[src/rtl/irq_entry_pkg.sv]
package irq_entry_pkg;
  typedef enum logic [1:0] {
    ST_BOOT = 2'd0,
    ST_IDLE = 2'd1,
    ST_HOLD = 2'd2
  } vst_t;
endpackage

[src/rtl/irq_en_regs.sv]
module irq_en_regs #(
  parameter int NSRC = 5
) (
  input  logic            clk,
  input  logic            rst_n,
  input  logic            cfg_we,
  input  logic [NSRC-1:1] cfg_wdata,
  output logic [NSRC-1:0] en_eff
);
  logic [NSRC-1:1] en_q;

  generate
    for (genvar i = 0; i < NSRC; i++) begin : g_bit
      if (i == 0) begin : g_nmi
        assign en_eff[i] = 1'b1;
      end else begin : g_mask
        always_ff @(posedge clk) begin
          if (!rst_n)      en_q[i] <= 1'b0;
          else if (cfg_we) en_q[i] <= cfg_wdata[i];
        end
        assign en_eff[i] = en_q[i];
      end
    end
  endgenerate

  // enables only move on a write strobe
  assert_en_hold_R3: assert property (@(posedge clk) disable iff (!rst_n)
    !cfg_we |=> $stable(en_q));
endmodule

[src/rtl/irq_prio_pick.sv]
module irq_prio_pick #(
  parameter int NSRC = 5,
  localparam int IW = $clog2(NSRC)
) (
  input  logic [NSRC-1:0] elig,
  output logic            pick_any,
  output logic [IW-1:0]   pick_idx
);
  always_comb begin
    pick_any = |elig;
    pick_idx = '0;
    for (int i = NSRC - 1; i >= 0; i--) begin
      if (elig[i]) pick_idx = IW'(i);
    end
  end
endmodule

[src/rtl/irq_vec_stage.sv]
module irq_vec_stage import irq_entry_pkg::*; #(
  parameter int             NSRC      = 5,
  parameter int             AW        = 16,
  parameter logic [AW-1:0]  BOOT_BATT = 16'h0000,
  parameter logic [AW-1:0]  BOOT_XPDR = 16'h0010,
  parameter logic [AW-1:0]  VEC_BASE  = 16'h0020,
  parameter logic [AW-1:0]  VEC_STEP  = 16'h0004,
  localparam int IW = $clog2(NSRC)
) (
  input  logic          clk,
  input  logic          rst_n,
  input  logic          pwr_batt,
  input  logic          pick_any,
  input  logic [IW-1:0] pick_idx,
  input  logic          vec_ready,
  output logic          vec_valid,
  output logic [AW-1:0] vec_addr,
  output logic          vec_is_boot,
  output logic [IW-1:0] vec_src
);
  vst_t st;
  logic [AW-1:0] irq_addr;

  assign irq_addr = VEC_BASE + AW'(pick_idx) * VEC_STEP;

  always_ff @(posedge clk) begin
    if (!rst_n) begin
      st          <= ST_BOOT;
      vec_valid   <= 1'b0;
      vec_addr    <= '0;
      vec_is_boot <= 1'b0;
      vec_src     <= '0;
    end else begin
      case (st)
        ST_BOOT: begin
          vec_valid   <= 1'b1;
          vec_is_boot <= 1'b1;
          vec_addr    <= pwr_batt ? BOOT_BATT : BOOT_XPDR;
          st          <= ST_HOLD;
        end
        ST_IDLE: begin
          if (pick_any) begin
            vec_valid   <= 1'b1;
            vec_is_boot <= 1'b0;
            vec_src     <= pick_idx;
            vec_addr    <= irq_addr;
            st          <= ST_HOLD;
          end
        end
        ST_HOLD: begin
          if (vec_ready) begin
            vec_valid   <= 1'b0;
            vec_is_boot <= 1'b0;
            st          <= ST_IDLE;
          end
        end
        default: st <= ST_IDLE;
      endcase
    end
  end

  assert_vec_stall_R9: assert property (@(posedge clk) disable iff (!rst_n)
    vec_valid && !vec_ready |=> vec_valid && $stable(vec_addr));

  assert_gap_after_hs_R11: assert property (@(posedge clk) disable iff (!rst_n)
    vec_valid && vec_ready |=> !vec_valid);
endmodule

[src/rtl/irq_entry_ctrl.sv]
module irq_entry_ctrl #(
  parameter int             NSRC      = 5,
  parameter int             AW        = 16,
  parameter logic [AW-1:0]  BOOT_BATT = 16'h0000,
  parameter logic [AW-1:0]  BOOT_XPDR = 16'h0010,
  parameter logic [AW-1:0]  VEC_BASE  = 16'h0020,
  parameter logic [AW-1:0]  VEC_STEP  = 16'h0004
) (
  input  logic            clk,
  input  logic            rst_n,
  input  logic            pwr_batt,
  input  logic            sys_mode,
  input  logic [NSRC-1:0] irq_req,
  input  logic            cfg_we,
  input  logic [NSRC-1:1] cfg_wdata,
  output logic [NSRC-1:0] cfg_rdata,
  output logic            vec_valid,
  input  logic            vec_ready,
  output logic [AW-1:0]   vec_addr,
  output logic [NSRC-1:0] irq_ack
);
  localparam int IW = $clog2(NSRC);

  logic [NSRC-1:0] en_eff;
  logic [NSRC-1:0] elig;
  logic            pick_any;
  logic [IW-1:0]   pick_idx;
  logic            vec_is_boot;
  logic [IW-1:0]   vec_src;
  logic            hs_irq;

  irq_en_regs #(.NSRC(NSRC)) u_en (
    .clk(clk), .rst_n(rst_n), .cfg_we(cfg_we),
    .cfg_wdata(cfg_wdata), .en_eff(en_eff)
  );

  assign cfg_rdata = en_eff;
  assign elig      = irq_req & en_eff & {NSRC{~sys_mode}};

  irq_prio_pick #(.NSRC(NSRC)) u_pick (
    .elig(elig), .pick_any(pick_any), .pick_idx(pick_idx)
  );

  irq_vec_stage #(
    .NSRC(NSRC), .AW(AW), .BOOT_BATT(BOOT_BATT), .BOOT_XPDR(BOOT_XPDR),
    .VEC_BASE(VEC_BASE), .VEC_STEP(VEC_STEP)
  ) u_vec (
    .clk(clk), .rst_n(rst_n), .pwr_batt(pwr_batt),
    .pick_any(pick_any), .pick_idx(pick_idx), .vec_ready(vec_ready),
    .vec_valid(vec_valid), .vec_addr(vec_addr),
    .vec_is_boot(vec_is_boot), .vec_src(vec_src)
  );

  assign hs_irq = vec_valid & vec_ready & ~vec_is_boot;

  generate
    for (genvar n = 0; n < NSRC; n++) begin : g_ack
      assign irq_ack[n] = hs_irq & (vec_src == IW'(n));
    end
  endgenerate

  assert_sys_blocks_R5: assert property (@(posedge clk) disable iff (!rst_n)
    $rose(vec_valid) && !vec_is_boot |-> !$past(sys_mode));

  assert_taken_enabled_R3: assert property (@(posedge clk) disable iff (!rst_n)
    $rose(vec_valid) && !vec_is_boot |->
      ($past(irq_req & en_eff) & (NSRC'(1) << vec_src)) != '0);

  assert_lowest_wins_R7: assert property (@(posedge clk) disable iff (!rst_n)
    $rose(vec_valid) && !vec_is_boot |->
      ($past(elig) & ((NSRC'(1) << vec_src) - NSRC'(1))) == '0);
endmodule

[config.mk]
export PLATFORM = sky130hd
export DESIGN_NAME = irq_entry_ctrl
export DESIGN_NICKNAME = d
export VERILOG_FILES = /design/src/rtl/irq_entry_pkg.sv /design/src/rtl/irq_en_regs.sv /design/src/rtl/irq_prio_pick.sv /design/src/rtl/irq_vec_stage.sv /design/src/rtl/irq_entry_ctrl.sv
export SDC_FILE = /design/constraint.sdc
export NUM_CORES = 1
export LEC_CHECK = 0
export ABC_AREA = 1
export CORE_ASPECT_RATIO = 0.9
export CORE_MARGIN = 1
export CORE_UTILIZATION = 50
export DETAILED_ROUTE_END_ITERATION = 12
export DONT_BUFFER_PORTS = 1
export PLACE_DENSITY = 0.7
export SYNTH_ARGS = -nofsm -noshare
export SYNTH_HDL_FRONTEND = slang
export SYNTH_SLANG_ARGS = --single-unit
[constraint.sdc]
create_clock -name clk -period 1.3 [get_ports clk]
set_input_delay 0.065 -clock clk [delete_from_list [all_inputs] [get_ports clk]]
set_output_delay 0.065 -clock clk [all_outputs]
set_load 0.005 [all_outputs]
Word level (Yosys, flattened, before mapping)
Index checks and enable logic that the tools add are counted.
{"block": "word_totals", "input_bits": 15, "register_bits": 27}
{"block": "op_classes", "addsub": 1, "eq_ne": 8, "muxes": 16, "n_reduce_logical": 9, "bitwise_logic": 11}
{"cell": "16-bit case mux with 2 select lines", "count": 1}
{"cell": "16-bit two-way mux", "count": 1}
{"cell": "3-bit two-way mux", "count": 5}
{"cell": "5-bit AND", "count": 2}
{"cell": "6-bit by 5-bit adder with 7-bit output, first input constant", "count": 1}
{"cell": "1-bit AND", "count": 7}
{"cell": "3-bit by 2-bit equality test with 1-bit output, second input constant", "count": 2}
{"cell": "1-bit case mux with 3 select lines", "count": 2}
{"cell": "2-bit case mux with 3 select lines", "count": 1}
{"cell": "2-bit AND reduction", "count": 3}
{"cell": "5-bit two-way mux", "count": 1}
{"cell": "5-bit OR reduction", "count": 1}
{"cell": "2-bit two-way mux", "count": 2}
{"cell": "2-bit inequality test, second input constant", "count": 2}
{"cell": "3-bit by 1-bit equality test with 1-bit output, second input constant", "count": 1}
{"cell": "3-bit equality test, second input constant", "count": 1}
{"cell": "3-bit zero test", "count": 1}
{"cell": "1-bit two-way mux", "count": 3}
{"cell": "3-bit AND reduction", "count": 1}
{"cell": "3-bit nonzero test", "count": 1}
{"cell": "2-bit by 1-bit equality test with 1-bit output, second input constant", "count": 1}
{"cell": "2-bit equality test, second input constant", "count": 1}
{"cell": "2-bit zero test", "count": 1}
{"cell": "1-bit inverter", "count": 2}
{"cell": "2-bit nonzero test", "count": 1}

Depth between registers and ports, before layout
Gate-level depths: netlist (run 1).
{"block": "logic_depth", "ltp_word": 10, "ltp_mapped": 9}

Modules after synthesis
Synthesis (run 1) repeated with hierarchy kept, for this count alone.
{"block": "hier_totals", "cells_unflattened": 144, "area_unflattened_um2": 919.6}
{"mod": "irq_vec_stage", "instances": 1, "area_per_inst_um2": 591.8, "cells_per_inst": 80}
{"mod": "irq_en_regs", "instances": 1, "area_per_inst_um2": 177.7, "cells_per_inst": 27}
{"mod": "irq_entry_ctrl", "instances": 1, "area_per_inst_um2": 102.6, "cells_per_inst": 26}
{"mod": "irq_prio_pick", "instances": 1, "area_per_inst_um2": 47.5, "cells_per_inst": 11}

Worst setup path before layout (run 1)
No wires, ideal clock.
{"block": "synth_timing", "path_type": "reg2reg", "start": "reg u_vec.st[1]", "end": "reg u_vec.vec_addr[4]", "period_less_slack_ps": 1185, "t_arrival_ps": 1072, "required_ps": 1187, "stages_incl_launch_ff": 9, "setup_slack_ps": 115, "cell_sequence": "dfxtp_1 inv_1 ha_1 nor2_1 inv_1 nand2_4 nand2_1 nand2_1 nor2_1"}
{"block": "synth_via", "elab_chain_cells": 3, "elab_cells_between_ends": 6}
{"item": "start, declared", "line": "irq_vec_stage.sv:21", "rtl": "vst_t st;"}
{"item": "start signal, assigned", "line": "irq_vec_stage.sv:28", "rtl": "st <= ST_BOOT;"}
{"item": "start signal, assigned", "line": "irq_vec_stage.sv:39", "rtl": "st <= ST_HOLD;"}
{"item": "start signal, assigned", "line": "irq_vec_stage.sv:47", "rtl": "st <= ST_HOLD;"}
{"item": "2-bit by 1-bit equality test with 1-bit output or 2-bit zero test (tied branches)", "line": "irq_vec_stage.sv:34", "rtl": "case (st)"}
{"item": "2-bit inequality test (no source line) or 2-bit nonzero test (tied branches)"}
{"item": "2-bit AND reduction (no source line)"}
{"item": "end signal, assigned", "line": "irq_vec_stage.sv:38", "rtl": "vec_addr <= pwr_batt ? BOOT_BATT : BOOT_XPDR;"}
{"item": "end signal, assigned", "line": "irq_vec_stage.sv:46", "rtl": "vec_addr <= irq_addr;"}
{"item": "end, declared", "line": "irq_vec_stage.sv:17", "rtl": "output logic [AW-1:0] vec_addr,"}
Several ways; a longest one is shown, not always the timed one.
A chain may end at the register's enable or synchronous reset.

Worst setup path in the final report (run 1)
{"block": "layout_timing", "start": "reg u_vec.vec_valid", "end": "out irq_ack[3]"}
{"block": "layout_via", "elab_chain_cells": 3}
{"item": "start, declared", "line": "irq_vec_stage.sv:16", "rtl": "output logic vec_valid,"}
{"item": "start signal, assigned", "line": "irq_vec_stage.sv:29", "rtl": "vec_valid <= 1'b0;"}
{"item": "start signal, assigned", "line": "irq_vec_stage.sv:36", "rtl": "vec_valid <= 1'b1;"}
{"item": "start signal, assigned", "line": "irq_vec_stage.sv:43", "rtl": "vec_valid <= 1'b1;"}
{"item": "1-bit AND (2 in series)", "line": "irq_entry_ctrl.sv:54", "rtl": "assign hs_irq = vec_valid & vec_ready & ~vec_is_boot;"}
{"item": "1-bit AND", "line": "irq_entry_ctrl.sv:58", "rtl": "assign irq_ack[n] = hs_irq & (vec_src == IW'(n));"}
{"item": "end, declared", "line": "irq_entry_ctrl.sv:20", "rtl": "output logic [NSRC-1:0] irq_ack"}
Every way passes these cells.

==> summary by stage, run 1 <==
STA
After layout, the worst path uses 93.1% of the clock period. Adding up every negative setup slack in the final design gives 0 ns. Static timing analysis puts the maximum clock frequency at 0.826 GHz. The final setup skew is 0.00254 ns.

The number of hold-slack violations in the final timing report is 1. Setup repair after global routing could not meet its margin everywhere. The number of max-slew violations in the final report is 0. The post-route worst hold slack is -0.00681 ns. The smallest clock period supported by the final layout is computed as 1.21 ns. The total of endpoints with negative setup slack in the final report is 0.

The worst-case setup margin in the final layout is 0.0897 ns.

Clocking
The number of clock buffers added by TritonCTS is 3. The clock reaches the later pin of the worst-skew pair after 0.28 ns. The maximum clock path buffer count is 2. The CTS tree is done. In this run the clock root is driven by a sky130_fd_sc_hd__clkbuf_4.

The number of sinks handled by clock tree synthesis is 15. In this run the number of H-tree levels came out at 1. The clock transition at the registers of the reported paths is 0.09 ns.

Die
In this run the horizontal extent of the chip is 46.4 µm. The die is 42.0 µm tall. The initial core utilization is 53.4%. The total die area is 1950 µm². The count of boundary I/O pins is 42. The count of standard-cell rows is 14. The core outline area is 1660 µm².

Place
The detailed placer's ending HPWL is 1180 µm. The worst setup slack before clock tree synthesis is 0.00378 ns. Routability-driven placement finished with a final weighted congestion of 0.726. The count of buffers inserted at the top-level ports is 0.

Route
The residual DRC count is 0. The DRC violation total after the first TritonRoute iteration is 5. Dividing the detail-routed wire length by the instance count gives 10.4 µm. After detailed routing, the number of vias per cell comes to 4.91. The total wire length is 1650 µm. The post-route antenna net violation count is 0.

The first detailed-routing pass ran for 4 iterations. Across all layers, the routed design uses 775 vias.

Critical path
Walking the worst path, the cells encountered are nand3_1 > nor4_1. The depth of the critical timing path with buffers and inverters included is 2. The slowest stage of the critical path belongs to the cell sky130_fd_sc_hd__dfxtp_1. The family with the most delay on the worst path is simple AND/OR/NAND/NOR gates.

Tracing the worst setup path back leads to its startpoint at u_vec.vec_valid. The number of buffers and inverters on the critical path is 0. The endpoint type of the worst setup path is an output port. For the worst setup path, the data required time is 1.24 ns.

The kind of critical path is flip-flop to output port. Measured in cells, the most critical reg-to-reg path has a length of 9. The arrival time of the worst setup path is 1.15 ns.

The flop-to-flop setup slack is 0.12 ns. The worst register-to-register path begins at u_vec.st[0]. The worst setup path endpoint is irq_ack[3]. The longest individual stage delay on the worst path is 0.38 ns. Along the worst path, the maximum fanout reaches 5. The nature of the critical path startpoint is a flip-flop.

In this run the critical register-to-register path is captured at u_vec.vec_addr[5].

Synthesis
The post-synthesis instance area is 888 µm². The library cell occupying the most area in the post-synthesis netlist is sky130_fd_sc_hd__dfxtp_1. Sorting the synthesized cells by area gives the leading types as sky130_fd_sc_hd__dfxtp_1 (34%), sky130_fd_sc_hd__buf_4 (12%), sky130_fd_sc_hd__nand2_1 (11%).

The synthesized netlist contains 19 unique library cells. The total of warnings raised by yosys is 0. The number of flip-flops and latches in the synthesized netlist is 15. The share of synthesized area in the top cell type comes to 33.8%. The cell count after synthesis is 125. Summing the sequential cell areas from Yosys gives 33.8% of the chip area. The mean instance size in the synthesized netlist is 7.11 µm².

Run status
The final reports fail on negative hold slack. The flow ran to the end, but the final reports show violations.

GRT
Global routing consumed, over all layers together, 19.2% of the routing resources. The first-pass GRT wire length is 2720 µm. The number of global-route vias before repair is 676. Entering global routing, the biggest net connects 10 pins. The residual overflow from global routing is 0. The number of antenna violations at the first check in global routing came to 0.

Pwr
The analysis attributes to cell leakage a power of 0.000468 µW. For this design the ratio of total power to cell area is 1510 nW/µm². VDD sags by at most 0.933 mV. The total power is 1480 µW.

Cells and area
From synthesis to final layout, the design area changed by 10.6%. The total number of nets in the final design is 154. The layout cell share with drive strength beyond 1 is 10.4%. The number of fillers in the final layout is 160. The number of antenna repair diodes is 0.

Job
The total of max-cap violations is 0.

Hold path
The class of the tightest hold or removal check is input port to flip-flop.
==> cell usage after synthesis <==
master	count
sky130_fd_sc_hd__nand2_2	1
sky130_fd_sc_hd__nand2_1	25
sky130_fd_sc_hd__a21oi_1	7
sky130_fd_sc_hd__nand3b_1	1
sky130_fd_sc_hd__nor2_4	1
sky130_fd_sc_hd__nand4_1	4
sky130_fd_sc_hd__nand2_4	1
sky130_fd_sc_hd__o22ai_1	1
sky130_fd_sc_hd__nor2_1	16
sky130_fd_sc_hd__inv_1	18
sky130_fd_sc_hd__nand3_2	1
sky130_fd_sc_hd__o21ai_0	5
sky130_fd_sc_hd__nor4_1	4
sky130_fd_sc_hd__buf_4	14
sky130_fd_sc_hd__conb_1	2
sky130_fd_sc_hd__nand3_1	4
sky130_fd_sc_hd__dfxtp_1	15
sky130_fd_sc_hd__nand4_4	1
sky130_fd_sc_hd__ha_1	4
==> cell usage in the layout, fill, tap and decap left out, types with 2 or more instances in the layout <==
| master | count |
|---|---|
| sky130_fd_sc_hd__dlygate4sd3_1 | 8 |
| sky130_fd_sc_hd__a21oi_1 | 7 |
| sky130_fd_sc_hd__o21ai_0 | 5 |
| sky130_fd_sc_hd__nand4_1 | 4 |
| sky130_fd_sc_hd__nor2_1 | 14 |
| sky130_fd_sc_hd__dfxtp_2 | 3 |
| sky130_fd_sc_hd__conb_1 | 13 |
| sky130_fd_sc_hd__inv_1 | 18 |
| sky130_fd_sc_hd__nand2_1 | 25 |
| sky130_fd_sc_hd__nor2_2 | 2 |
| sky130_fd_sc_hd__ha_1 | 3 |
| sky130_fd_sc_hd__clkbuf_4 | 3 |
| sky130_fd_sc_hd__dfxtp_1 | 12 |
| sky130_fd_sc_hd__nor4_1 | 4 |
| sky130_fd_sc_hd__nand3_1 | 4 |
==> how the worst min path moves through the flow <==
stage                       from           endpoint  slack, ns  depth (start not counted)
global route               rst_n  u_vec.vec_addr[3]      0.005                          2
detailed placement         rst_n  u_vec.vec_addr[5]       0.17                          2
finish                    cfg_we     u_en.en_eff[1]     -0.007                          3
CTS                        rst_n  u_vec.vec_addr[2]      0.003                          2
floorplan           cfg_wdata[4]     u_en.en_eff[4]       0.20                          2
global placement           rst_n  u_vec.vec_addr[5]       0.17                          2
==> registers in the layout, indices dropped and copies added (netlist names) <==
register           flops
u_vec.vec_valid        1
u_vec.st               2
u_en.en_eff            4
u_vec.vec_addr         4
u_vec.vec_is_boot      1
u_vec.vec_src          3
==> power by group <==
part           internal, µW  leakage, µW  switching, µW
registers               553     0.000124           73.8
logic                   227     0.000329            358
clock network           119    0.0000150            151
total                   900     0.000468            583
==> per-stage QoR <==
step | area [µm²] | hold slack (ns) | std cells | util, %
global placement | 855 | 0.168 | 146 | 51.4
finish | 982 | -0.00681 | 158 | 59.0
global route | 982 | 0.00478 | 158 | 59.0
floorplan | 930 | 0.200 | 136 | -
detailed placement | 855 | 0.171 | 146 | 51.4
CTS | 963 | 0.00262 | 158 | 57.9
==> metal layers <==
layer	part of all wire, %	track usage (%)	vias up	wire (µm)
met3	7.3	6.47	5	120
met5	0	0	-	0
met1	43	21.5	344	714
met4	1.8	7.06	0	29
li1	-	-	391	-
met2	47	32.5	35	781
==> cell families (layout without fill, tap and decap cells) <==
| group | count (synthesis) | count (layout) | synth area share, % |
|---|---|---|---|
| and+or+nand+nor | 59 | 59 | 32.8 |
| AOI/OAI and AO/OA | 13 | 13 | 7.46 |
| DFF | 15 | 15 | 33.8 |
| other | 2 | 13 | 0.845 |
| adders and majority gates | 4 | 4 | 5.63 |
| buffers and inverters | 32 | 30 | 19.4 |
==> cell type report <==
| type | instances | area [µm²] | share of cell area, % |
|---|---|---|---|
| multi-input cells | 89 | 474 | 48.3 |
| flip-flops and latches | 15 | 304 | 31.0 |
| repair buffers | 8 | 80.1 | 8.15 |
| inverters | 18 | 67.6 | 6.88 |
| well taps | 24 | 30.0 | 3.06 |
| clock buffers | 4 | 26.3 | 2.68 |
==> tightest hold or removal path, delay by kind of cell <==
family / cells / cell delay [ns]
buffers and inverters: 1 / 0.05
AND/OR/NAND/NOR: 2 / 0.14
==> repair_timing <==
action                                  CTS  global route
cloned                                    0             0
setup buffers                             0             0
gates resized for setup                   1             6
hold buffers                              8             0
endpoints found under the hold margin     9             0
pin swaps                                 0             0
endpoints found under the setup margin    2            11
Power figures use the tool's default switching activity.
==> run 2: changes to the inputs <==
- SETUP_SLACK_MARGIN: default -> 0.2
- SLEW_MARGIN: default -> 20
==> run 2 against run 1 <==
  * The run now ends clean
  * Largest cell class unchanged
  * Cell area up 14%
  * Worst setup slack improved by 0.074 ns
  * Sequential share of layout area down 2.3 points
  * Core utilization is 8.4 points higher
  * Via count down 1.7%
  * Critical endpoint is now irq_ack[4]
==> summary by stage, run 2 (synthesis results as in run 1) <==
Run status
The flow ran to the end, and the final reports show no timing, DRC or antenna violations.

Route
The average wire per cell in the routed design is 10.6 µm. The post-detailed-route via-to-cell ratio is 4.73. The first TritonRoute pass finished after 4 iterations.

After detailed routing, the total wire length is 1710 µm. The count of nets left with antenna violations once routing finished came out at 0. After detailed routing, the number of remaining DRC violations is 0. The vias after detailed routing is 762. After the first detailed-routing iteration, the DRC count stood at 12.

GRT
The number of global-route vias before repair was 691. The total track usage is 18.9%. The largest net degree at the start of global routing is 11. The total overflow left after global routing is 0. The first-pass GRT wire length is 2660 µm. The number of antenna violations at the first check in global routing is 0.

Pwr
The static power due to leakage is 0.000512 µW. The cell-internal power is 977 µW. In this run, the clock network consumes 16.2% of the power. The share of total power dissipated in sequential elements is 39.4%.

For this design the total switching power over the nets is 636 µW. In this run the power density over the cells is 1440 nW/µm². The worst-case IR drop observed on VDD is 0.786 mV. The share of total power consumed by net switching is 39.4%. In this run, the combinational gates consume 44.3% of the power.

Cells and area
Relative to the synthesized area, the layout overhead comes to 26.3%. The number of antenna repair diodes is 0. At the end of the flow, the number of nets in the layout was 157. Leaving out fill and tap cells, the most frequent cells in the layout are sky130_fd_sc_hd__nand2_1 (20), sky130_fd_sc_hd__inv_1 (16), sky130_fd_sc_hd__nor2_1 (14).

Leaving out fill and tap cells, the most frequent cell in the layout is sky130_fd_sc_hd__nand2_1. In the final layout, the share of cells above drive strength 1 is 29.2%.

Critical path
The flop-to-flop setup slack is 0.17 ns. STA classifies the critical path endpoint as an output port. The critical path data required time is 1.24 ns.

For this run, the slowest stage of the critical path takes 0.37 ns. The critical path in this run is classified as flip-flop to output port. The logic depth of the worst register-to-register path is 8. The nature of the critical path startpoint is a flip-flop. The startpoint identified for the worst register-to-register timing path is u_en.en_eff[1].

The biggest fanout along the worst timing path is 4. The endpoint of the worst-slack reg-to-reg timing path is u_vec.vec_addr[4]. Traced cell by cell, the critical path runs through inv_1 > nand3_1 > nor2_1. The arrival time of the worst setup path is 1.07 ns. The master of the slowest instance on the critical path is sky130_fd_sc_hd__dfxtp_4.

Die
42 I/O pins were placed. The floorplan step defined a die boundary enclosing 1950 µm². In this run the vertical extent of the chip is 42.0 µm. The initial core utilization is 53.4%.

The core region is 1660 µm². The width of the die is 46.4 µm. The count of standard-cell rows is 14.

STA
The timing-limited maximum frequency is 0.880 GHz. After layout, the minimum clock period comes to 1.14 ns. Setup repair after global routing could not meet its margin everywhere.

For the final routed database, the setup TNS stands at 0 ns. Hold timing on the final database bottoms out at a slack of 0.00728 ns. The final clock period utilization by the worst path is 87.4%. The number of hold-slack violations in the final timing report is 0. The total of endpoints with negative setup slack in the final report is 0.

The final setup skew is 0.00280 ns. The number of max-slew violations in the final report is 0.

Clocking
The clock transition at the registers of the reported paths is 0.09 ns. In this run, CTS created clock tree buffers numbering 3. The number of sinks handled by clock tree synthesis is 15. The CTS tree is done. In this run the number of H-tree levels came out at 1. The maximum clock path buffer count is 2. The cell sitting at the root of the clock tree is a sky130_fd_sc_hd__clkbuf_4. For the worst-skew pair, the clock arrives at the later sink with an insertion delay of 0.28 ns.

Place
The weighted congestion reported at the end of routability-driven placement is 0.707. The count of buffers inserted at the top-level ports is 0. Detailed placement finished with a half-perimeter wire length of 1200 µm.

Hold path
The min-delay analysis places its worst path in the category input port to flip-flop. The worst hold path was traced through 3 stages. For hold timing, the worst endpoint is u_vec.vec_addr[4].

The beginning of the worst hold path is pwr_batt.

Job
The total of max-cap violations is 0.
[run 2: cell types whose count changed in the layout (fill, tap and decap cells not counted), moves of 3 or more]
| cell | previous run | this run |
|---|---|---|
| sky130_fd_sc_hd__nor4_1 | 4 | 0 |
| sky130_fd_sc_hd__buf_4 | 0 | 4 |
| sky130_fd_sc_hd__nor4_4 | 0 | 3 |
| sky130_fd_sc_hd__nand2_2 | 1 | 4 |
| sky130_fd_sc_hd__dfxtp_4 | 0 | 4 |
| sky130_fd_sc_hd__nand2_1 | 25 | 20 |
| sky130_fd_sc_hd__dfxtp_1 | 12 | 6 |
[run 2: stage by stage]
stage	instances	utilization, %	worst slack (ns)	power [µW]	instance area [µm²]
6_report	161	67.4	0.164	1610	1120
5_1_grt	161	67.4	0.0980	1740	1120
4_1_cts	159	62.9	0.169	1550	1050
3_5_place_dp	146	52.3	0.123	1180	871
3_3_place_gp	146	52.3	0.156	1170	871
2_1_floorplan	136	-	0.219	1120	946
[run 2: worst max path at each step]
stage                              to              from  depth (start not counted)
floorplan           u_vec.vec_addr[4]       u_vec.st[1]                          8
global placement    u_vec.vec_addr[5]    u_en.en_eff[1]                          9
detailed placement  u_vec.vec_addr[5]    u_en.en_eff[1]                          9
CTS                        irq_ack[0]   u_vec.vec_valid                          2
global route               irq_ack[4]  u_vec.vec_src[1]                          3
finish                     irq_ack[4]  u_vec.vec_src[0]                          3
[run 2: cell type report]
cell class | instances | area (µm²)
multi-input cells | 89 | 576
fillers | 146 | 542
flip-flops and latches | 15 | 322
repair buffers | 11 | 100
inverters | 18 | 67.6
well taps | 24 | 30.0
clock buffers | 3 | 22.5
clock inverters | 1 | 5.00
[run 2: repair_timing]
item / 4_1_cts / 5_1_grt
hold endpoints to repair: 12 / 0
buffers inserted: 2 / 2
endpoints found under the setup margin: 15 / 16
pin swaps: 1 / 4
gates cloned: 0 / 0
gates resized for setup: 18 / 17
hold buffers: 7 / 0
[run 2: power by group through the flow]
stage,logic [µW],registers (µW),clock network [µW]
2_1_floorplan,505,619,0
3_3_place_gp,536,631,0
3_5_place_dp,552,632,0
4_1_cts,650,630,270
5_1_grt,808,647,289
6_report,715,635,262
[run 2: layer usage]
layer / up-vias / global-route usage (%) / share of wire (%)
met5: - / 0 / 0
met4: 0 / 5.29 / 0
met3: 0 / 7.33 / 7.5
met2: 39 / 34.2 / 54
met1: 326 / 19.2 / 38
li1: 397 / - / -
[run 2: worst max-delay path: cells and delay by family, from the launching register on]
kind,cells,cell delay [ns]
AND/OR/NAND/NOR,2,0.24
buffers and inverters,1,0.18
flip-flops,1,0.37
